**src/rtl/timer_pkg.sv**
```systemverilog
package timer_pkg;

    // Number of selectable count rates: divide by 1, 2, 4, 8.
    localparam int RATE_NUM = 4;
    localparam int SEL_W    = $clog2(RATE_NUM);

    // Control word layout.
    localparam int CTL_EN      = 0;
    localparam int CTL_AUTO    = 1;
    localparam int CTL_RATE_LO = 2;
    localparam int CTL_RATE_HI = CTL_RATE_LO + SEL_W - 1;
    localparam int CTL_PEND    = CTL_RATE_HI + 1;

    // Register slot within a channel (word address bits 1:0).
    localparam logic [1:0] REG_RELOAD = 2'd0;
    localparam logic [1:0] REG_COUNT  = 2'd1;
    localparam logic [1:0] REG_CTRL   = 2'd2;

    typedef enum logic {
        ST_IDLE = 1'b0,
        ST_RUN  = 1'b1
    } tmr_state_e;

endpackage

```
**src/rtl/tmr_prescaler.sv**
```systemverilog
module tmr_prescaler
    import timer_pkg::*;
(
    input  logic                clk,
    input  logic                rst_n,
    output logic [RATE_NUM-1:0] tick
);

    localparam int PRE_W = RATE_NUM - 1;

    logic [PRE_W-1:0] pre_q;

    always_ff @(posedge clk) begin
        if (!rst_n) pre_q <= '0;
        else        pre_q <= pre_q + 1'b1;
    end

    assign tick[0] = 1'b1;

    // Rate k pulses once every 2**k cycles.
    for (genvar k = 1; k < RATE_NUM; k++) begin : g_tick
        assign tick[k] = &pre_q[k-1:0];
    end

endmodule

```
**src/rtl/tmr_channel.sv**
```systemverilog
module tmr_channel
    import timer_pkg::*;
#(
    parameter int DATA_W = 32
) (
    input  logic                clk,
    input  logic                rst_n,
    input  logic [RATE_NUM-1:0] tick,
    input  logic                wr_reload,
    input  logic                wr_count,
    input  logic                wr_ctrl,
    input  logic [DATA_W-1:0]   wdata,
    output logic [DATA_W-1:0]   reload,
    output logic [DATA_W-1:0]   count,
    output logic                run,
    output logic                autold,
    output logic [SEL_W-1:0]    rate,
    output logic                pend
);

    tmr_state_e        state_q, state_d;
    logic [DATA_W-1:0] reload_q, count_q;
    logic              autold_q, pend_q;
    logic [SEL_W-1:0]  rate_q;
    logic              step, terminal;

    // A counting step happens on the selected tick while running,
    // unless software overwrites the count in the same cycle.
    assign step     = (state_q == ST_RUN) && tick[rate_q] && !wr_count;
    assign terminal = step && (count_q == DATA_W'(1));

    // State register.
    always_ff @(posedge clk) begin
        if (!rst_n) state_q <= ST_IDLE;
        else        state_q <= state_d;
    end

    // Next-state logic: arm, disarm, expire.
    always_comb begin
        state_d = state_q;
        unique case (state_q)
            ST_IDLE: begin
                if (wr_ctrl && wdata[CTL_EN]) state_d = ST_RUN;
            end
            ST_RUN: begin
                if (wr_ctrl)                     state_d = wdata[CTL_EN] ? ST_RUN : ST_IDLE;
                else if (terminal && !autold_q) state_d = ST_IDLE;
            end
        endcase
    end

    // Datapath registers.
    always_ff @(posedge clk) begin
        if (!rst_n) begin
            reload_q <= '0;
            count_q  <= '0;
            autold_q <= 1'b0;
            rate_q   <= '0;
            pend_q   <= 1'b0;
        end else begin
            if (wr_reload) reload_q <= wdata;

            if (wr_count) begin
                count_q <= wdata;
            end else if (step) begin
                if (count_q == DATA_W'(1))      count_q <= autold_q ? reload_q : '0;
                else if (count_q == '0)         count_q <= reload_q;
                else                            count_q <= count_q - 1'b1;
            end

            if (wr_ctrl) begin
                autold_q <= wdata[CTL_AUTO];
                rate_q   <= wdata[CTL_RATE_HI:CTL_RATE_LO];
            end

            // A terminal count in the same cycle beats a clear.
            if (terminal)                       pend_q <= 1'b1;
            else if (wr_ctrl && wdata[CTL_PEND]) pend_q <= 1'b0;
        end
    end

    // Outputs.
    always_comb begin
        run    = (state_q == ST_RUN);
        reload = reload_q;
        count  = count_q;
        autold = autold_q;
        rate   = rate_q;
        pend   = pend_q;
    end

endmodule

```
**src/rtl/dual_interval_timer.sv**
```systemverilog
module dual_interval_timer
    import timer_pkg::*;
#(
    parameter int N_TIMERS = 2,
    parameter int DATA_W   = 32,
    parameter int ADDR_W   = 5
) (
    input  logic                clk,
    input  logic                rst_n,
    input  logic                bus_wr,
    input  logic [ADDR_W-1:2]   bus_addr,
    input  logic [DATA_W-1:0]   bus_wdata,
    output logic [DATA_W-1:0]   bus_rdata,
    output logic [N_TIMERS-1:0] irq
);

    localparam int CH_W = ADDR_W - 4;

    logic [RATE_NUM-1:0]              tick;
    logic [CH_W-1:0]                  ch_sel;
    logic [1:0]                       reg_sel;
    logic [N_TIMERS-1:0][DATA_W-1:0]  ch_reload;
    logic [N_TIMERS-1:0][DATA_W-1:0]  ch_count;
    logic [N_TIMERS-1:0][SEL_W-1:0]   ch_rate;
    logic [N_TIMERS-1:0]              ch_run, ch_auto, ch_pend;

    assign ch_sel  = bus_addr[ADDR_W-1:4];
    assign reg_sel = bus_addr[3:2];

    tmr_prescaler u_pre (
        .clk   (clk),
        .rst_n (rst_n),
        .tick  (tick)
    );

    for (genvar i = 0; i < N_TIMERS; i++) begin : g_ch
        logic hit;
        assign hit = bus_wr && (ch_sel == CH_W'(i));

        tmr_channel #(.DATA_W(DATA_W)) u_ch (
            .clk       (clk),
            .rst_n     (rst_n),
            .tick      (tick),
            .wr_reload (hit && (reg_sel == REG_RELOAD)),
            .wr_count  (hit && (reg_sel == REG_COUNT)),
            .wr_ctrl   (hit && (reg_sel == REG_CTRL)),
            .wdata     (bus_wdata),
            .reload    (ch_reload[i]),
            .count     (ch_count[i]),
            .run       (ch_run[i]),
            .autold    (ch_auto[i]),
            .rate      (ch_rate[i]),
            .pend      (ch_pend[i])
        );

        assign irq[i] = ch_pend[i];
    end

    // Read mux.
    always_comb begin
        bus_rdata = '0;
        for (int i = 0; i < N_TIMERS; i++) begin
            if (ch_sel == CH_W'(i)) begin
                unique case (reg_sel)
                    REG_RELOAD: bus_rdata = ch_reload[i];
                    REG_COUNT:  bus_rdata = ch_count[i];
                    REG_CTRL: begin
                        bus_rdata[CTL_EN]                  = ch_run[i];
                        bus_rdata[CTL_AUTO]                = ch_auto[i];
                        bus_rdata[CTL_RATE_HI:CTL_RATE_LO] = ch_rate[i];
                        bus_rdata[CTL_PEND]                = ch_pend[i];
                    end
                    default:    bus_rdata = '0;
                endcase
            end
        end
    end

endmodule

```
**config.mk**
```make
export PLATFORM = sky130hd
export DESIGN_NAME = dual_interval_timer
export DESIGN_NICKNAME = d
export VERILOG_FILES = /design/src/rtl/timer_pkg.sv /design/src/rtl/tmr_prescaler.sv /design/src/rtl/tmr_channel.sv /design/src/rtl/dual_interval_timer.sv
export SDC_FILE = /design/constraint.sdc
export NUM_CORES = 1
export LEC_CHECK = 0
export ABC_AREA = 1
export BUFFER_PORTS_ARGS = -buffer_cell sky130_fd_sc_hd__buf_2
export CORE_UTILIZATION = 45
export CTS_CLUSTER_SIZE = 10
export DETAILED_ROUTE_END_ITERATION = 7
export GPL_ROUTABILITY_DRIVEN = 1
export GPL_TIMING_DRIVEN = 0
export PLACE_DENSITY = 0.69
export SLEW_MARGIN = 5
export SYNTH_ARGS = -nofsm -noshare
export SYNTH_HDL_FRONTEND = slang
export SYNTH_SLANG_ARGS = --single-unit
```
**constraint.sdc**
```tcl
create_clock -name clk -period 1.9 [get_ports clk]
set_input_delay 0.19 -clock clk [delete_from_list [all_inputs] [get_ports clk]]
set_output_delay 0.19 -clock clk [all_outputs]
set_load 0.01 [all_outputs]
```
After elaboration in Yosys (flattened, before gate mapping). Cells that the tools add are included.

Register bits after elaboration: 141. Latch bits: 0. RAM bits: 0. Bits in read-only memories: 0. Bits of input ports: 38. Output and inout bits: 34. Logic and storage cells: 91. Memories kept: 0.

Add/sub/neg operators: 3. $mul: 0. Divide/modulo/power cells: 0. Magnitude comparators: 2. Equality and inequality tests: 4. Shift operators: 0. Multiplexer cells: 33. Bitwise logic cells: 3. Reductions and logical operators: 33.

Operators with widths (count): 2-to-1 mux 32 bit (12); one-hot mux 27 bit (3 select lines) (1); equality test 32 x 1 -> 1 bit, second input constant (2); zero test 32 bit (2); subtractor 32 x 1 -> 32 bit, second input constant (2); one-hot mux 27 bit (2 select lines) (1); one-hot mux 5 bit (3 select lines) (2); logical AND 1 bit (20); 2-to-1 mux 1 bit (13); nonzero test 2 bit (4); < comparator 2 x 3 -> 1 bit, second input constant (2); binary-select mux 1 bit (select 2 bit) (2); zero test 1 bit (4); one-hot mux 1 bit (2 select lines) (2); adder 3 x 1 -> 3 bit, second input constant (1); inverter 1 bit (3); AND reduction 3 bit (1); equality test 2 x 1 -> 1 bit, second input constant (1); equality test 2 bit, second input constant (1); zero test 2 bit (1); AND reduction 2 bit (1).

Depth between registers and ports, before layout. Gate-level depths: netlist of run 1.

Depth in word-level cells: 10. Gate-level depth with buffers: 14. Mapped depth without buffers: 13.

By module. A second synthesis of run 1 with hierarchy kept.

Cell total of the unflattened synthesis: 1673. Area, all modules: 9684.3 µm².

By module, submodules not included: tmr_channel (instances 2, cells each 658, area each 4046.4 µm², sequential area each 1381.3 µm²); dual_interval_timer (instances 1, cells each 343, area each 1462.7 µm², sequential area each 0.0 µm²); tmr_prescaler (instances 1, cells each 14, area each 128.9 µm², sequential area each 60.1 µm²).

Worst setup path after synthesis of run 1. OpenSTA, ideal clock, no wires.

Path kind: register to register. From: register g_ch[0].u_ch.count_q[0]. To: register g_ch[0].u_ch.count_q[9]. Library setup time: 128 ps. Arrival time: 1636 ps. Required time: 1772 ps. Slack: 136 ps. Cell stages (with the launch flop): 13. Buffers on the path: 1. Clock period less this slack: 1764 ps. Cell sequence: dfxtp_1 > inv_1 > ha_1 > nand2_2 > nor2_4 > nand2_2 > nor2_4 > nor2_1 > buf_2 > nand3_1 > nand2_1 > a21oi_1 > nor2_1.

Word-level cells in the longest chain between the ends: 5. Elaborated cells between the ends (all ways): 7. Classes of those cells: add/sub: 1; eq/ne: 1; mux: 4; reduce/logical: 1.

Ends and longest elaborated chain: start: declaration (line tmr_channel.sv:22) `logic [DATA_W-1:0] reload_q, count_q;`; start signal: assignment (line tmr_channel.sv:64) `count_q <= wdata;`; start signal: assignment (line tmr_channel.sv:66) `if (count_q == DATA_W'(1)) count_q <= autold_q ? reload_q : '0;`; start signal: assignment (line tmr_channel.sv:67) `else if (count_q == '0) count_q <= reload_q;`; subtractor 32 x 1 -> 32 bit or zero test 32 bit (tied branches) (line tmr_channel.sv:68, tmr_channel.sv:67); 2-to-1 mux 32 bit (line tmr_channel.sv:67); 2-to-1 mux 32 bit * (line tmr_channel.sv:66); 2-to-1 mux 32 bit * (line tmr_channel.sv:65) `end else if (step) begin`; 2-to-1 mux 32 bit * (line tmr_channel.sv:63) `if (wr_count) begin`.

Every way passes the cells marked *; elsewhere a longest branch is shown, timed or not. The select of a mux whose other input is x is not followed. A chain may end at the register's enable or synchronous reset.

Final worst setup path of run 1.
From: register g_ch[0].u_ch.count_q[22]. To: register g_ch[0].u_ch.count_q[12].

Word-level cells in the longest chain between the ends: 5. Elaborated cells between the ends (all ways): 6. Classes of those cells: eq/ne: 1; mux: 4; reduce/logical: 1.

Ends and longest elaborated chain (line): zero test 32 bit (tmr_channel.sv:67); 2-to-1 mux 32 bit (tmr_channel.sv:67); 2-to-1 mux 32 bit * (tmr_channel.sv:66); 2-to-1 mux 32 bit * (tmr_channel.sv:65); 2-to-1 mux 32 bit * (tmr_channel.sv:63).

Marks and branches as above.

==> parameters.txt, run 1 <==
Parameter                              Value

Outcome
  Result of the run ... finished clean

Die
  Die outline area ... 22,000 sq um
  Std-Cell Core Area ... 21,000 sq um
  Die width ... 148 um
  Die Height ... 148 um
  Standard-cell row count ... 53
  Boundary pin count ... 72
  Initial core utilization ... 45.8%

Yosys
  Number of cells produced by synthesis ... 1,622
  Post-synth design cell area ... 9620 sq um
  Number of warnings printed during yosys synthesis ... 0
  Number of synthesized register bits ... 141
  Post-synthesis async set-or-reset flop share ... 0%
  Top post-synthesis cells by area ... sky130_fd_sc_hd__dfxtp_1, sky130_fd_sc_hd__nand2_1, sky130_fd_sc_hd__a21oi_1, sky130_fd_sc_hd__inv_1, sky130_fd_sc_hd__o22ai_1
  Count of flip-flops with a built-in enable after synthesis ... 0
  Yosys cell types ... 32
  Top cell type by total area after synthesis ... sky130_fd_sc_hd__dfxtp_1
  Average instance area after synthesis ... 5.93 sq um
  Syn_nets ... 1,666
  Top-area cell type share of the netlist area ... 29.3%
  Portion of the post-synthesis area used by sequential elements ... 29.3%
  Most common flop cell mapped by yosys ... sky130_fd_sc_hd__dfxtp_1

Pwr
  Static leakage ... 5.65 nW
  Worst vdd rail ir drop ... 0.000659 V
  Ratio of total power to cell area ... 958 nW/um^2
  Overall power consumption ... 11.6 mW

Critical path
  Max incr delay on CP ... 0.35 ns
  Highest net fanout along the worst path ... 7
  Startpoint class of the critical path ... flop
  Cell family with the largest share of critical-path delay ... simple AND/OR/NAND/NOR gates
  Data required time of the critical path ... 2.21 ns
  Slowest cell on the critical path ... sky130_fd_sc_hd__dfxtp_1
  R2R Setup Slk ... 0.02 ns
  Count of buffering cells on the critical path with inverters included ... 2
  Cells traversed along the worst timing path ... nor2_2 > nand2_2 > nor2_4 > nand2_4 > nor2_8 > inv_4 > nand2_4 > nand2_8 > clkbuf_16 > nand2_4 > nand2_2 > a21oi_2 > nor2_1
  Type of the worst setup path ... reg2reg
  Critical path endpoint category ... flop
  Critical path startpoint ... g_ch[0].u_ch.count[22]$_SDFFE_PN0P_
  Most common cell on crit path ... sky130_fd_sc_hd__nand2_4
  Startpoint of the most critical register-to-register path ... g_ch[0].u_ch.count[22]$_SDFFE_PN0P_
  Arrival time reported for the critical path endpoint ... 2.19 ns

Cells and area
  Antenna fix cells ... 0
  Commonest cells after routing, fill and taps aside ... sky130_fd_sc_hd__nand2_1, sky130_fd_sc_hd__inv_1, sky130_fd_sc_hd__a21oi_1, sky130_fd_sc_hd__dfxtp_1, sky130_fd_sc_hd__o21ai_0
  Most common library cell in the layout ignoring fill and taps ... sky130_fd_sc_hd__nand2_1
  Number of nets in the layout ... 1,806
  Ratio of cells with drive above 1 in the final layout ... 20.7%
  Layout fillers ... 2,127
  Area growth, synth to finish ... 26.1%
  Share of the core filled with cells in the final layout ... 57.7%

Clocking
  Hold buffer count at cts ... 0
  TritonCTS clock tree ... yes
  Clk Latency, worst-skew pair ... 0.44 ns
  Buffer depth of the longest clock path ... 2
  Clock transition at the registers of the reported paths ... 0.06 ns
  Clk root buf ... sky130_fd_sc_hd__clkbuf_16
  Number of buffers inserted during clock tree synthesis ... 17
  CTS sink cnt ... 141
  CTS HTree Levels ... 4

Timing
  Period utilisation layout ... 98.9%
  Clock tree skew after final layout ... 0.00611 ns
  Worst-case headroom to the max-slew limit ... 37.5%
  Setup TNS Final ... 0 ns
  Unrepaired setup endpoints after global routing ... true
  Final critical delay including setup and external delays ... 1.88 ns
  Fmax ... 532 MHz
  Setup violation total in the final timing report ... 0
  Final-layout worst hold slack ... 0.0528 ns
  Hold Violations, Final ... 0
  Final Max Tran Viols ... 0
  Transition at the pin with the smallest max-transition slack ... 0.938 ns
  Setup slack after layout ... 0.0216 ns

Route
  Via/cell ratio ... 5.61
  Wire length per cell after detailed routing ... 19.1 um
  Routed Wire Length ... 39,200 um
  Post-detailed-route count of antenna-violating nets ... 0
  Detailed Routing Iterations Pass 1 ... 8
  Via count of the routed design ... 11,496
  DRC violation total after the first TritonRoute iteration ... 1,337
  Post-route DRC violation count ... 0

Placed design
  GP Congestion ... 0.977
  PortBufs ... 69
  Estimated wirelength of the detail-placed design ... 30,100 um
  Pre-CTS setup slack ... -0.378 ns

Global route
  Total congestion overflow ... 0
  Maximum number of pins on one net before global-route repair ... 17
  Number of antenna violations at the first check in global routing ... 0
  Total global-route track usage ... 35.2%
  Wire length of the first global-routing pass ... 58,600 um
  Via count of the first global-routing pass ... 10,375

Run
  Number of maximum-capacitance constraint violations ... 0

Hold path
  Path class of the lowest-slack min-delay path ... in2reg
  Startpoint of the most critical hold path ... bus_wdata[0]
[through the flow]
step,area [sq um],std cells
2_1_floorplan,9620,1622
3_3_place_gp,10300,1966
3_5_place_dp,10300,1966
4_1_cts,11300,2011
5_1_grt,12100,2050
6_report,12100,2050
[layer usage]
metal	share of wire, %	global-route usage, %	wire [um]	vias up
li1	-	-	-	5554
met1	41	46.1	16300	5230
met2	45	56.7	17700	600
met3	8.3	5.58	3270	112
met4	5.0	16.4	1950	0
met5	0	0	0	-
[final timing paths]
check,end,depth (start not counted)
worst max-delay path,g_ch[0].u_ch.count[12]$_SDFFE_PN0P_,13
worst min-delay path,g_ch[0].u_ch.run$_SDFF_PN0_,3
worst min register to register,u_pre.pre_q[0]$_SDFF_PN0_,1
worst max register to register,g_ch[0].u_ch.count[12]$_SDFFE_PN0P_,13
[what timing repair did]
item / 4_1_cts / 5_1_grt
buffers inserted: 14 / 34
setup endpoints to repair: 98 / 92
pin swaps: 7 / 42
gates resized for setup: 55 / 187
hold endpoints to repair: 0 / 0
cloned: 0 / 5
[final cells by class]
| type | instances | area [sq um] | share of cell area (%) |
|---|---|---|---|
| multi-input combinational | 1186 | 6120 | 50.4 |
| clock inverter | 15 | 269 | 2.22 |
| clock buffer | 17 | 425 | 3.51 |
| sequential | 141 | 2850 | 23.5 |
| inverter | 213 | 817 | 6.74 |
| tap | 275 | 344 | 2.84 |
| timing repair buffer | 122 | 805 | 6.63 |
| buffer | 81 | 507 | 4.18 |
[state kept, by name, summed over array words and instances (netlist names)]
| register | flops |
|---|---|
| u_pre.pre_q | 3 |
| g_ch.u_ch.rate | 4 |
| g_ch.u_ch.pend | 2 |
| g_ch.u_ch.run | 2 |
| g_ch.u_ch.autold | 2 |
| g_ch.u_ch.reload | 64 |
| g_ch.u_ch.count | 64 |
[worst reg2reg max path, cell delays in order, from the launching register on]
cell and delay, ns:
sky130_fd_sc_hd__dfxtp_1 0.35, sky130_fd_sc_hd__nor2_2 0.17, sky130_fd_sc_hd__nand2_2 0.11, sky130_fd_sc_hd__nor2_4 0.15, sky130_fd_sc_hd__nand2_4 0.11, sky130_fd_sc_hd__nor2_8 0.17, sky130_fd_sc_hd__inv_4 0.05, sky130_fd_sc_hd__nand2_4 0.09
sky130_fd_sc_hd__nand2_8 0.09, sky130_fd_sc_hd__clkbuf_16 0.18, sky130_fd_sc_hd__nand2_4 0.06, sky130_fd_sc_hd__nand2_2 0.05, sky130_fd_sc_hd__a21oi_2 0.14, sky130_fd_sc_hd__nor2_1 0.06
[cells by family after synthesis]
kind of cell | Yosys count | share of synthesized area [%]
buffers and inverters | 295 | 12.4
DFF | 141 | 29.3
and+or+nand+nor | 752 | 32.9
AOI/OAI and AO/OA | 408 | 22.8
adders and majority gates | 6 | 0.780
xor gates and xnor gates | 20 | 1.82
[power by group]
part | total, mW | internal, mW | leakage, nW | switching (mW)
Clock | 4.03 | 2.59 | 0.329 | 1.43
Combinational | 4.39 | 1.67 | 4.17 | 2.72
Sequential | 3.20 | 3.07 | 1.15 | 0.127
Total | 11.6 | 7.34 | 5.65 | 4.28
[synth_stat cells, drive strengths merged, types with 11 or more instances]
| library cell | number |
|---|---|
| nand3 | 78 |
| nand2 | 482 |
| buf | 30 |
| o21ai | 134 |
| a21oi | 165 |
| xor2 | 20 |
| inv | 209 |
| clkbuf | 52 |
| dfxtp | 141 |
| nand4 | 11 |
| o22ai | 102 |
| nor2 | 179 |
Power figures use the tool's default switching activity.
==> run 2, diff against run 1 <==
--- a/config.mk
+++ b/config.mk
@@ -5,7 +5,6 @@
 export SDC_FILE = /design/constraint.sdc
 export NUM_CORES = 1
 export LEC_CHECK = 0
-export ABC_AREA = 1
 export BUFFER_PORTS_ARGS = -buffer_cell sky130_fd_sc_hd__buf_2
 export CORE_UTILIZATION = 45
 export CTS_CLUSTER_SIZE = 10
@@ -13,6 +12,7 @@
 export GPL_ROUTABILITY_DRIVEN = 1
 export GPL_TIMING_DRIVEN = 0
 export PLACE_DENSITY = 0.69
+export RECOVER_POWER = 50
 export SLEW_MARGIN = 5
 export SYNTH_ARGS = -nofsm -noshare
 export SYNTH_HDL_FRONTEND = slang
==> parameters.txt, run 2 <==
Parameter                              Value

Timing
  Setup TNS Final ... -18.90 ns (-18.90 ns)
  Clock tree skew after final layout ... 0.0102 ns (+0.00407 ns)
  Hold Violations, Final ... 0 (unchanged)
  Setup violation total in the final timing report ... 76 (+76)
  Transition at the pin with the smallest max-transition slack ... 0.855 ns (-0.0834 ns)
  Final-layout worst hold slack ... 0.0623 ns (+0.00949 ns)
  Fmax ... 410 MHz (-23%)
  Setup slack after layout ... -0.538 ns (-0.560 ns)
  Period utilisation layout ... 128% (+29 points)
  Final Max Tran Viols ... 0 (unchanged)
  Worst-case headroom to the max-slew limit ... 43.0% (+5.6 points)
  Unrepaired setup endpoints after global routing ... true
  Final critical delay including setup and external delays ... 2.44 ns (+0.560 ns)

Yosys
  Commonest cells post-synth ... sky130_fd_sc_hd__nand2_1, sky130_fd_sc_hd__dfxtp_1, sky130_fd_sc_hd__clkbuf_1
  Most common cell in the netlist ... sky130_fd_sc_hd__nand2_1
  Count of flip-flops with a built-in enable after synthesis ... 0 (unchanged)
  Number of cells produced by synthesis ... 1,147 (-29%)
  Top post-synthesis cells by area ... sky130_fd_sc_hd__dfxtp_1, sky130_fd_sc_hd__nand2_1, sky130_fd_sc_hd__mux4_2, sky130_fd_sc_hd__a21boi_0, sky130_fd_sc_hd__o21ai_0
  Number of synthesized register bits ... 141 (unchanged)
  Syn_nets ... 1,191 (-29%)
  Number of warnings printed during yosys synthesis ... 0 (unchanged)
  Average instance area after synthesis ... 7.88 sq um (+33%)
  Post-synth design cell area ... 9040 sq um (-6.0%)
  Yosys cell types ... 70 (+120%)
  Post-synthesis async set-or-reset flop share ... 0% (unchanged)
  Portion of the post-synthesis area used by sequential elements ... 31.2% (+1.9 points)
  Most common flop cell mapped by yosys ... sky130_fd_sc_hd__dfxtp_1
  Top-area cell type share of the netlist area ... 31.2% (+1.9 points)
  Top cell type by total area after synthesis ... sky130_fd_sc_hd__dfxtp_1

Placed design
  Pre-CTS setup slack ... -1.38 ns (-0.998 ns)
  Estimated wirelength of the detail-placed design ... 26,200 um (-13%)
  PortBufs ... 68 (-1.4%)
  GP Congestion ... 0.955 (-2.3%)
  DP Cell Count ... 1,480 (-25%)
  Placed cell areas ... 10,000 sq um (-2.7%)

Critical path
  Data required time of the critical path ... 2.22 ns (about the same)
  Arrival time reported for the critical path endpoint ... 2.76 ns (+0.57 ns)
  Highest net fanout along the worst path ... 3 (-4)
  Type of the worst setup path ... reg2reg
  Startpoint class of the critical path ... flop
  Critical path endpoint category ... flop

Clocking
  Clock transition at the registers of the reported paths ... 0.07 ns (about the same)
  Number of buffers inserted during clock tree synthesis ... 17 (unchanged)
  Hold buffer count at cts ... 0 (unchanged)
  TritonCTS clock tree ... yes
  CTS sink cnt ... 141 (unchanged)
  CTS HTree Levels ... 4 (unchanged)
  Buffer depth of the longest clock path ... 2 (unchanged)
  Clk root buf ... sky130_fd_sc_hd__clkbuf_16
  Clk Latency, worst-skew pair ... 0.44 ns (about the same)

Cells and area
  Number of nets in the layout ... 1,372 (-24%)
  Most common library cell in the layout ignoring fill and taps ... sky130_fd_sc_hd__nand2_1
  Layout fillers ... 1,484 (-30%)
  Share of the core filled with cells in the final layout ... 66.4% (+8.7 points)
  Antenna fix cells ... 0 (unchanged)
  Area growth, synth to finish ... 44.0%
  Final cell count without fillers ... 1,606 (-22%)
  Total non-filler cell area in the finished layout ... 13,000 sq um (+7.3%)
  Commonest cells after routing, fill and taps aside ... sky130_fd_sc_hd__nand2_1, sky130_fd_sc_hd__dfxtp_1, sky130_fd_sc_hd__a21boi_0, sky130_fd_sc_hd__buf_4, sky130_fd_sc_hd__buf_2
  Ratio of cells with drive above 1 in the final layout ... 36.7% (+16 points)

Route
  Via/cell ratio ... 6.61 (+18%)
  Via count of the routed design ... 10,623 (-7.6%)
  Wire length per cell after detailed routing ... 24.4 um (+28%)
  DRC violation total after the first TritonRoute iteration ... 1,623 (+21%)
  Post-route DRC violation count ... 0 (unchanged)
  Routed Wire Length ... 39,200 um (about the same)
  Detailed Routing Iterations Pass 1 ... 6 (-2)
  Post-detailed-route count of antenna-violating nets ... 0 (unchanged)

Global route
  Maximum number of pins on one net before global-route repair ... 17 (unchanged)
  Via count of the first global-routing pass ... 9,683 (-6.7%)
  Wire length of the first global-routing pass ... 57,700 um (-1.6%)
  Total global-route track usage ... 37.7% (+2.5 points)
  Number of antenna violations at the first check in global routing ... 1 (+1)
  Total congestion overflow ... 0 (unchanged)

Die
  Standard-cell row count ... 51 (-3.8%)
  Std-Cell Core Area ... 19,600 sq um (-6.8%)
  Die width ... 144 um (-3.0%)
  Die outline area ... 20,700 sq um (-6.0%)
  Initial core utilization ... 46.1% (+0.38 points)
  Boundary pin count ... 72 (unchanged)
  Die Height ... 144 um (-3.0%)

Outcome
  Failing checks ... setup timing
  Result of the run ... finished with violations

Pwr
  Worst vdd rail ir drop ... 0.000658 V (-0.19%)
  Static leakage ... 4.83 nW (-15%)
  Overall power consumption ... 10.9 mW (-6.2%)
  Ratio of total power to cell area ... 838 nW/um^2 (-13%)

Hold path
  Path class of the lowest-slack min-delay path ... in2reg

Run
  Number of maximum-capacitance constraint violations ... 0 (unchanged)
-- run 2: worst paths after layout --
check                                              to  cells past startpoint  slack (ns)                           startpoint
hold reg to reg             u_pre.pre_q[0]$_SDFF_PN0_                      1        0.47            u_pre.pre_q[0]$_SDFF_PN0_
setup / recovery  g_ch[0].u_ch.count[23]$_SDFFE_PN0P_                      5       -0.54  g_ch[0].u_ch.count[12]$_SDFFE_PN0P_
setup reg to reg  g_ch[0].u_ch.count[23]$_SDFFE_PN0P_                      5       -0.54  g_ch[0].u_ch.count[12]$_SDFFE_PN0P_
hold / removal    g_ch[0].u_ch.reload[7]$_SDFFE_PN0P_                      3        0.06                         bus_wdata[7]
-- run 2: cell families (layout without fill, tap and decap cells) --
kind of cell / count (synthesis) / count (layout) / share of synthesized area (%)
AOI/OAI and AO/OA: 316 / 316 / 23.6
xor gates and xnor gates: 36 / 36 / 3.57
adders and majority gates: 6 / 6 / 0.831
buffers and inverters: 111 / 305 / 5.22
DFF: 141 / 141 / 31.2
muxes: 47 / 47 / 9.03
and+or+nand+nor: 490 / 490 / 26.5
-- run 2: what timing repair did --
| action | in CTS | in global routing |
|---|---|---|
| gates cloned | 10 | 1 |
| setup endpoints to repair | 94 | 90 |
| pin swaps | 67 | 50 |
| buffers inserted | 66 | 38 |
| gates resized for setup | 220 | 148 |
-- run 2: routing by layer --
| metal | GRT usage, % | up-vias | routed length [um] | share of wire, % |
|---|---|---|---|---|
| met4 | 22.4 | 2 | 2740 | 7.0 |
| li1 | - | 4594 | - | - |
| met3 | 7.03 | 214 | 4250 | 11 |
| met5 | 0 | - | 32 | 0.082 |
| met2 | 58.3 | 830 | 17400 | 44 |
| met1 | 49.0 | 4983 | 14800 | 38 |
-- run 2: final cells by class --
type                       count  area [sq um]  share of cell area, %
sequential                   141          2910                   22.3
clock inverter                10           185                   1.42
multi-input combinational    895          6990                   53.7
timing repair buffer         176          1440                   11.0
buffer                        85           637                   4.89
clock buffer                  22           474                   3.64
inverter                      12          50.0                  0.385
tap                          265           332                   2.55
-- run 2: power breakdown --
| group | internal (mW) | total [mW] | switching (mW) |
|---|---|---|---|
| clock network | 2.43 | 3.82 | 1.38 |
| logic | 1.83 | 3.84 | 2.01 |
| registers | 3.05 | 3.24 | 0.195 |
-- run 2: worst max-delay path, cell delays in order, from the launching register on --
cell and delay [ns]:
sky130_fd_sc_hd__dfxtp_4 0.34, sky130_fd_sc_hd__or4_4 0.56, sky130_fd_sc_hd__or4_4 0.52, sky130_fd_sc_hd__or4_4 0.45, sky130_fd_sc_hd__xnor2_2 0.15, sky130_fd_sc_hd__a221o_1 0.29
==> run 3, diff against run 2 <==
==> constraint.sdc (replaced) <==
create_clock -name clk -period 2.45 [get_ports clk]
set_input_delay 0.245 -clock clk [delete_from_list [all_inputs] [get_ports clk]]
set_output_delay 0.245 -clock clk [all_outputs]
set_load 0.01 [all_outputs]
==> parameters.txt, run 3 (synthesis gave the netlist of run 2 again) <==
Parameter                              Value

Outcome
  Result of the run ... finished with violations
  Failing checks ... DRC, setup timing

Clocking
  Clk root buf ... sky130_fd_sc_hd__clkbuf_16
  TritonCTS clock tree ... yes
  Number of buffers inserted during clock tree synthesis ... 17 (unchanged)
  CTS HTree Levels ... 4 (unchanged)
  Clk Latency, worst-skew pair ... 0.43 ns (about the same)
  Buffer depth of the longest clock path ... 2 (unchanged)
  CTS sink cnt ... 141 (unchanged)
  Clock transition at the registers of the reported paths ... 0.06 ns (about the same)
  Hold buffer count at cts ... 0 (unchanged)

Placed design
  PortBufs ... 68 (unchanged)
  GP Congestion ... 0.989 (+3.5%)
  Estimated wirelength of the detail-placed design ... 25,900 um (-1.3%)

Timing
  Worst-case headroom to the max-slew limit ... 40.2% (-2.8 points)
  Hold Violations, Final ... 0 (unchanged)
  Final Max Tran Viols ... 0 (unchanged)
  Setup TNS Final ... -0.0281 ns (+18.87 ns)
  Period utilisation layout ... 101% (-27 points)
  Transition at the pin with the smallest max-transition slack ... 0.895 ns (+0.0407 ns)
  Clock tree skew after final layout ... 0.00804 ns (-0.00214 ns)
  Unrepaired setup endpoints after global routing ... true
  Final-layout worst hold slack ... 0.121 ns (+0.0590 ns)
  Setup slack after layout ... -0.0281 ns (+0.510 ns)
  Fmax ... 404 MHz (-1.6%)
  Setup violation total in the final timing report ... 1 (-99%)
  Final critical delay including setup and external delays ... 2.48 ns (+0.0402 ns)

Pwr
  Worst vdd rail ir drop ... 0.000389 V (-41%)
  Clock network fraction of design power ... 38.1% (+3.1 points)
  Overall power consumption ... 7.19 mW (-34%)
  Switching share of power ... 32.1% (-0.80 points)
  Int Power ... 4.88 mW (-33%)
  Static leakage ... 4.01 nW (-17%)
  Net load switching power ... 2.31 mW (-36%)
  Fraction of power consumed by combinational cells ... 27.2% (-8.0 points)
  Ratio of total power to cell area ... 656 nW/um^2 (-22%)
  Sequential share of power ... 34.7% (+4.9 points)

Critical path
  Startpoint class of the critical path ... flop
  Arrival time reported for the critical path endpoint ... 2.79 ns (+0.03 ns)
  Most common cell on crit path ... sky130_fd_sc_hd__or4_4
  Max incr delay on CP ... 0.56 ns (about the same)
  Cells traversed along the worst timing path ... or4_4 > or4_4 > or4_4 > xnor2_2 > a221o_1
  Type of the worst setup path ... reg2reg
  Endpoint of the worst-slack reg-to-reg timing path ... g_ch[0].u_ch.count[23]$_SDFFE_PN0P_
  R2R Setup Slk ... -0.03 ns (+0.51 ns)
  Data required time of the critical path ... 2.77 ns (+0.55 ns)
  Highest net fanout along the worst path ... 7 (+4)
  Count of buffering cells on the critical path with inverters included ... 0 (unchanged)
  Cell family with the largest share of critical-path delay ... simple AND/OR/NAND/NOR gates
  Startpoint of the most critical register-to-register path ... g_ch[0].u_ch.count[17]$_SDFFE_PN0P_
  Worst reg2reg path depth ... 5 (unchanged)
  Critical path endpoint category ... flop
  Slowest cell on the critical path ... sky130_fd_sc_hd__or4_4

Die
  Die width ... 144 um (unchanged)
  Std-Cell Core Area ... 19,600 sq um (unchanged)
  Die Height ... 144 um (unchanged)
  Standard-cell row count ... 51 (unchanged)
  Boundary pin count ... 72 (unchanged)
  Die outline area ... 20,700 sq um (unchanged)
  Initial core utilization ... 46.1% (unchanged)

Cells and area
  Most common library cell in the layout ignoring fill and taps ... sky130_fd_sc_hd__nand2_1
  Commonest cells after routing, fill and taps aside ... sky130_fd_sc_hd__nand2_1, sky130_fd_sc_hd__dfxtp_1, sky130_fd_sc_hd__a21boi_0, sky130_fd_sc_hd__o21ai_0, sky130_fd_sc_hd__clkbuf_1
  Number of nets in the layout ... 1,303 (-5.0%)
  Area of the multi-input gates ... 6100 sq um (-13%)
  Antenna fix cells ... 0 (unchanged)
  Layout fillers ... 1,785 (+20%)
  Sequential Area ... 2840 sq um (-2.3%)
  Area growth, synth to finish ... 21.3%
  Ratio of cells with drive above 1 in the final layout ... 19.3% (-17 points)

Hold path
  Path class of the lowest-slack min-delay path ... in2reg
  Worst-case hold path end point ... g_ch[0].u_ch.reload[7]$_SDFFE_PN0P_
  Startpoint of the most critical hold path ... bus_wdata[7]
  Cell count of the worst hold path ... 3 (unchanged)

Global route
  Wire length of the first global-routing pass ... 51,600 um (-10%)
  Total congestion overflow ... 0 (unchanged)
  Total global-route track usage ... 33.8% (-4.0 points)
  Maximum number of pins on one net before global-route repair ... 20 (+3)
  Via count of the first global-routing pass ... 8,572 (-11%)
  Number of antenna violations at the first check in global routing ... 0 (-1)

Route
  Wire length per cell after detailed routing ... 22.5 um (-7.8%)
  DRC violation total after the first TritonRoute iteration ... 1,368 (-16%)
  Via/cell ratio ... 6.35 (-3.9%)
  Post-detailed-route count of antenna-violating nets ... 0 (unchanged)
  Post-route DRC violation count ... 6 (+6)
  Detailed Routing Iterations Pass 1 ... 8 (+2)
  Via count of the routed design ... 9,766 (-8.1%)
  Routed Wire Length ... 34,600 um (-12%)

Run
  Number of maximum-capacitance constraint violations ... 0 (unchanged)
## run 3: cell type report
cell class	count	area share, %
flip-flops and latches	141	25.9
repair buffers	104	5.45
inverters	12	0.411
plain buffers	88	3.90
multi-input cells	895	55.7
well taps	265	3.02
clock inverters	10	1.24
clock buffers	22	4.41
## run 3: per-layer routing
| layer | wire (um) | vias up | GRT usage, % | part of all wire, % |
|---|---|---|---|---|
| met5 | 0 | - | 0 | 0 |
| met3 | 3750 | 121 | 5.90 | 11 |
| met1 | 13900 | 4572 | 45.6 | 40 |
| met2 | 15400 | 640 | 52.2 | 45 |
| met4 | 1510 | 0 | 15.6 | 4.4 |
| li1 | - | 4433 | - | - |
## run 3: tightest hold or removal path, cell delays in order
cell	delay (ns)
sky130_fd_sc_hd__buf_2	0.14
sky130_fd_sc_hd__nand2_1	0.06
sky130_fd_sc_hd__a21boi_0	0.06
## run 3: repair_timing
action	4_1_cts	5_1_grt
resized for setup	59	64
pin swaps	7	13
buffers inserted	7	29
setup endpoints to repair	82	66
## run 3: power by group through the flow
stage	clock network [mW]	registers, mW	logic, mW
after global placement	0	2.52	1.61
after floorplan	0	2.48	1.19
final	2.74	2.50	1.95
after CTS	2.72	2.48	1.74
after global routing	2.84	2.50	2.08
after detailed placement	0	2.53	1.63
## run 3: stage by stage
| step | area [sq um] | instances | util [%] | setup WS (ns) |
|---|---|---|---|---|
| final | 11000 | 1537 | 56.0 | -0.0281 |
| after global routing | 11000 | 1537 | 56.0 | -0.0635 |
| after CTS | 10600 | 1513 | 54.1 | -0.140 |
| after detailed placement | 9710 | 1480 | 49.6 | -0.941 |
| after global placement | 9710 | 1480 | 49.6 | -0.952 |
| after floorplan | 9040 | 1147 | - | -0.0385 |
## run 3: worst max-delay path by stage
| stage | startpoint | to | slack, ns | cells after the start |
|---|---|---|---|---|
| floorplan | g_ch[0].u_ch.count[14]$_SDFFE_PN0P_ | g_ch[0].u_ch.count[23]$_SDFFE_PN0P_ | -0.04 | 7 |
| global placement | u_pre.pre_q[0]$_SDFF_PN0_ | g_ch[1].u_ch.count[0]$_SDFFE_PN0P_ | -0.95 | 9 |
| detailed placement | u_pre.pre_q[0]$_SDFF_PN0_ | g_ch[1].u_ch.count[1]$_SDFFE_PN0P_ | -0.94 | 9 |
| CTS | g_ch[0].u_ch.count[12]$_SDFFE_PN0P_ | g_ch[0].u_ch.count[23]$_SDFFE_PN0P_ | -0.14 | 7 |
| global route | g_ch[0].u_ch.count[17]$_SDFFE_PN0P_ | g_ch[0].u_ch.count[23]$_SDFFE_PN0P_ | -0.06 | 5 |
| finish | g_ch[0].u_ch.count[17]$_SDFFE_PN0P_ | g_ch[0].u_ch.count[23]$_SDFFE_PN0P_ | -0.03 | 5 |
